File: config.mk
export PLATFORM = sky130hd
export DESIGN_NAME = fault_capture
export DESIGN_NICKNAME = d
export VERILOG_FILES = /design/src/rtl/fault_capture.sv
export SDC_FILE = /design/constraint.sdc
export NUM_CORES = 1
export LEC_CHECK = 0
export ABC_AREA = 1
export BUFFER_PORTS_ARGS = -buffer_cell sky130_fd_sc_hd__clkbuf_2
export CAP_MARGIN = 15
export CORE_AREA = 2 2 88 90
export DETAILED_ROUTE_END_ITERATION = 10
export DIE_AREA = 0 0 90 92
export GPL_TIMING_DRIVEN = 0
export PLACE_DENSITY = 0.84
export SYNTH_ARGS = -nofsm -noshare
export SYNTH_HDL_FRONTEND = slang
export SYNTH_SLANG_ARGS = --single-unit
File: constraint.sdc
create_clock -name clk -period 3.05 [get_ports clk]
set_input_delay 0.4575 -clock clk [delete_from_list [all_inputs] [get_ports clk]]
set_output_delay 0.4575 -clock clk [all_outputs]
set_load 0.01 [all_outputs]
File: src/rtl/fault_capture.sv
module fault_capture #(
  parameter int AW = 32
) (
  input  logic          clk,
  input  logic          rst_n,
  input  logic [3:0]    ev_kind,
  input  logic [AW-1:0] ev_addr,
  input  logic          ev_issued,
  input  logic          ev_multi,
  input  logic          trap_unalign_en,
  input  logic          trap_div0_en,
  input  logic          reg_req,
  input  logic          reg_we,
  input  logic          reg_priv,
  input  logic [1:0]    reg_sel,
  input  logic [31:0]   reg_wdata,
  output logic [31:0]   reg_rdata,
  output logic          reg_err,
  output logic          irq_mem,
  output logic          irq_bus,
  output logic          irq_use
);
  localparam logic [31:0] CAUSE_MASK = 32'h033F_1F1B;
  localparam logic [31:0] VALID_MASK = 32'h0000_8080;
  localparam logic [31:0] IMPL_MASK  = CAUSE_MASK | VALID_MASK;

  logic [31:0]   stat, set_v, clr_v, kill_v, fresh;
  logic [AW-1:0] maddr, baddr;
  logic          wr_ok;

  always_comb begin
    set_v = '0;
    case (ev_kind)
      4'd1:  set_v[0]  = 1'b1;
      4'd2:  begin set_v[1] = 1'b1; set_v[7] = 1'b1; end
      4'd3:  set_v[4]  = 1'b1;
      4'd4:  set_v[3]  = 1'b1;
      4'd5:  set_v[8]  = ev_issued;
      4'd6:  begin set_v[9] = 1'b1; set_v[15] = 1'b1; end
      4'd7:  set_v[10] = 1'b1;
      4'd8:  set_v[12] = 1'b1;
      4'd9:  set_v[11] = 1'b1;
      4'd10: set_v[16] = 1'b1;
      4'd11: set_v[17] = 1'b1;
      4'd12: set_v[18] = 1'b1;
      4'd13: set_v[19] = 1'b1;
      4'd14: set_v[24] = ev_multi | trap_unalign_en;
      4'd15: set_v[25] = trap_div0_en;
      default: ;
    endcase
  end

  assign wr_ok  = reg_req & reg_we & reg_priv;
  assign clr_v  = (wr_ok && reg_sel == 2'd0) ? (reg_wdata & IMPL_MASK) : '0;
  assign kill_v = (ev_kind >= 4'd1 && ev_kind <= 4'd4) ? 32'h0000_8000 : '0;
  assign fresh  = set_v & ~stat & CAUSE_MASK;

  always_ff @(posedge clk) begin
    if (!rst_n) begin
      stat    <= '0;
      maddr   <= '0;
      baddr   <= '0;
      irq_mem <= 1'b0;
      irq_bus <= 1'b0;
      irq_use <= 1'b0;
    end else begin
      stat    <= (stat & ~clr_v & ~kill_v) | set_v;
      if (ev_kind == 4'd2) maddr <= ev_addr;
      if (ev_kind == 4'd6) baddr <= ev_addr;
      irq_mem <= |fresh[7:0];
      irq_bus <= |fresh[15:8];
      irq_use <= |fresh[31:16];
    end
  end

  assign reg_err = reg_req & ~reg_priv;

  always_comb begin
    reg_rdata = '0;
    if (reg_req && reg_priv) begin
      case (reg_sel)
        2'd0:    reg_rdata = stat;
        2'd1:    reg_rdata = 32'(maddr);
        2'd2:    reg_rdata = 32'(baddr);
        default: reg_rdata = '0;
      endcase
    end
  end
endmodule

==> results.txt <==
----------------------------------------------------
[Synth]
  Unique masters post-synth ... 23
  Synth area leaders ... sky130_fd_sc_hd__dfxtp_1, sky130_fd_sc_hd__nand2_1, sky130_fd_sc_hd__nor2_1
  Cell taking the most area after synthesis ... sky130_fd_sc_hd__dfxtp_1
  Syn_area_per_cell ... 6.68 µm²
  Synth Net Count ... 679
  Synthesized netlist cell count ... 600
  Summed instance area of the synthesized netlist ... 4010 µm²
  Number of register bits inferred by synthesis ... 86
  Share of Yosys cell area claimed by the top area cell type ... 42.9%
  Sequential share of the synthesized area ... 42.9%
  Number of warnings reported in the yosys synthesis log ... 0

[Floorplan]
  Initial Utilization ... 53.8%
  Num ports ... 115
  Die area ... 8280 µm²
  Row cnt ... 32
  Die width ... 90 µm
  Die Y ... 92 µm
  Total core area ... 7450 µm²

[Cells and area]
  Nets@finish ... 790
  Antenna cell count ... 0
  Post-route cell area ... 4840 µm²
  Layout Area Growth over Synthesis ... 20.7%
  Non-filler cells, final ... 818
  Fraction of layout instances using a drive strength above 1 ... 20.8%

[CTS]
  Post-CTS Setup Inserts ... 0
  CTS buffer count ... 9
  Clock-pin slew on the worst setup and hold paths ... 0.08 ns
  Source-to-sink clock delay at the later pin of the worst-skew pair ... 0.35 ns
  Clock tree from TritonCTS ... built
  Hold bufs inserted after CTS ... 0
  Max H-tree Level ... 3
  Deepest clock path buffer count ... 2
  Clock root buffer master ... sky130_fd_sc_hd__clkbuf_8
  PostCTS Resize Cnt ... 0
  TritonCTS sink count ... 86

[Worst setup path]
  Critical Path End Type ... output pin
  Maximum fanout encountered on the critical timing path ... 10
  Arrival time reported for the critical path endpoint ... 1.66 ns
  Worst path cell trace ... clkbuf_2, inv_1, nand2_1, inv_1, buf_2, nand2_1, o211ai_1, nand2_1, inv_1, clkbuf_2
  Critical path class ... input pin to output pin
  CP peak stage delay ... 0.29 ns
  Element type at the critical path start ... input pin
  Crit-path slowest cell ... sky130_fd_sc_hd__buf_2
  Worst Path Required ... 2.59 ns

[STA]
  Worst setup margin ... 0.930 ns
  Actual slew at the worst max-slew pin ... 0.511 ns
  Min cycle time layout ... 2.12 ns
  Tightest slew margin relative to the limit ... 65.9%
  Setup TNS ... 0 ns
  Setup repair after global routing missed its margin ... no
  Final hold viol count ... 0
  Crit share post-route ... 69.5%
  Final hold slack ... 0.343 ns
  Skew final ... 0.00617 ns
  Final max-slew violation count ... 0
  Highest clock frequency the design can meet ... 472 MHz
  Final setup violating endpoints ... 0

[Detailed routing]
  Length of the first detailed-routing pass in iterations ... 4
  Vias ... 4270
  Antenna Nets Post-Route ... 0
  1st-iter DRT viols ... 206
  DR vias/cell ... 5.22
  Total wirelength of the detailed-routed design ... 11.0 mm
  DRC Markers ... 0
  Average wire per standard cell ... 13.4 µm

[Status]
  Status ... finished, final reports clean

[Run]
  Max-cap viol count ... 0

[Placed design]
  Worst slack, placed ... 0.970 ns
  Routability congestion estimate ... 0.907
  Area after detailed placement ... 4640 µm²
  Buffers added on ports ... 100
  Dpl hpwl ... 8.03 mm
  Placed insts ... 802

[Pwr]
  Maximum vdd ir drop ... 363 µV
  Leakage Power ... 0.00227 µW
  Power per cell area ... 465 nW/µm²

[Global route]
  Global-route wire length before repair ... 17.9 mm
  Total GRT Usage ... 26.5%
  Via count of the first global-routing pass ... 3932
  Overflow left after global routing ... 0
  Number of antenna violations at the first check in global routing ... 0
  Largest net degree at the start of global routing ... 14

[Min path]
  Class of the tightest hold or removal check ... input pin to register

----------------------------------------------------
[layout make-up]
class | instances | area [µm²]
Clock inverter | 3 | 42.5
Clock buffer | 13 | 159
Inverter | 51 | 196
Timing Repair Buffer | 100 | 500
Fill cell | 659 | 2610
Multi-Input combinational cell | 431 | 1880
Tap cell | 102 | 128
Sequential cell | 86 | 1720
Buffer | 32 | 210
[power by group]
group | leakage [µW] | internal, µW | switching, µW
sequential | 0.000699 | 1160 | 19.6
combinational | 0.00147 | 92.6 | 156
clock | 0.0000996 | 423 | 399
[Yosys cell counts, drive strengths merged]
master,count
nand2,151
nor2,142
dfxtp,86
o21ai,67
inv,51
a21oi,32
buf,22
nand3,22
o211ai,13
clkbuf,10
nand4,3
or2,1
[sequential cells by signal, indices dropped and copies added (netlist names)]
| name | cells |
|---|---|
| irq_use | 1 |
| maddr | 32 |
| baddr | 32 |
| irq_mem | 1 |
| stat | 19 |
| irq_bus | 1 |
[cell usage in the layout (no fill, tap or decap), drive strengths merged]
cell type  netlist  routed
a21oi           32      32
buf             22      22
bufinv           0       1
clkbuf          10     123
clkinv           0       1
clkinvlp         0       1
dfxtp           86      86
inv             51      51
nand2          151     151
nand3           22      22
nand4            3       3
nor2           142     142
o211ai          13      13
o21ai           67      67
or2              1       1
[routing by layer]
layer	track usage [%]	part of all wire (%)	vias up
li1	-	-	2110
met1	33.4	43	1947
met2	44.9	47	187
met3	5.42	7.6	26
met4	10.3	2.2	0
met5	0	0	-
[metrics by stage]
stage	util, %	power [µW]
2_1_floorplan	-	1340
3_3_place_gp	62.3	1440
3_5_place_dp	62.3	1450
4_1_cts	65.0	2250
5_1_grt	65.0	2330
6_report	65.0	2250
[worst paths after layout]
check,start,end,slack [ns],cells after the start
worst max-delay path,reg_sel[1],reg_rdata[24],0.93,10
worst min-delay path,ev_addr[6],baddr[6],0.34,3
worst max register to register,stat[17],irq_use,2.22,5
worst min register to register,stat[20],stat[20],0.46,2
[worst max-delay path, delay by kind of cell]
family                 cells  cell delay, ns
AO/OA/AOI/OAI              1            0.12
buffers and inverters      6            0.83
AND/OR/NAND/NOR            3            0.25
[kinds of logic after synthesis]
family	after synthesis	share of synthesized area (%)
AO/OA/AOI/OAI	112	14.9
buffers and inverters	83	10.1
flip-flops	86	42.9
AND/OR/NAND/NOR	319	32.0
Note: power is estimated with default switching activity, not from simulation.
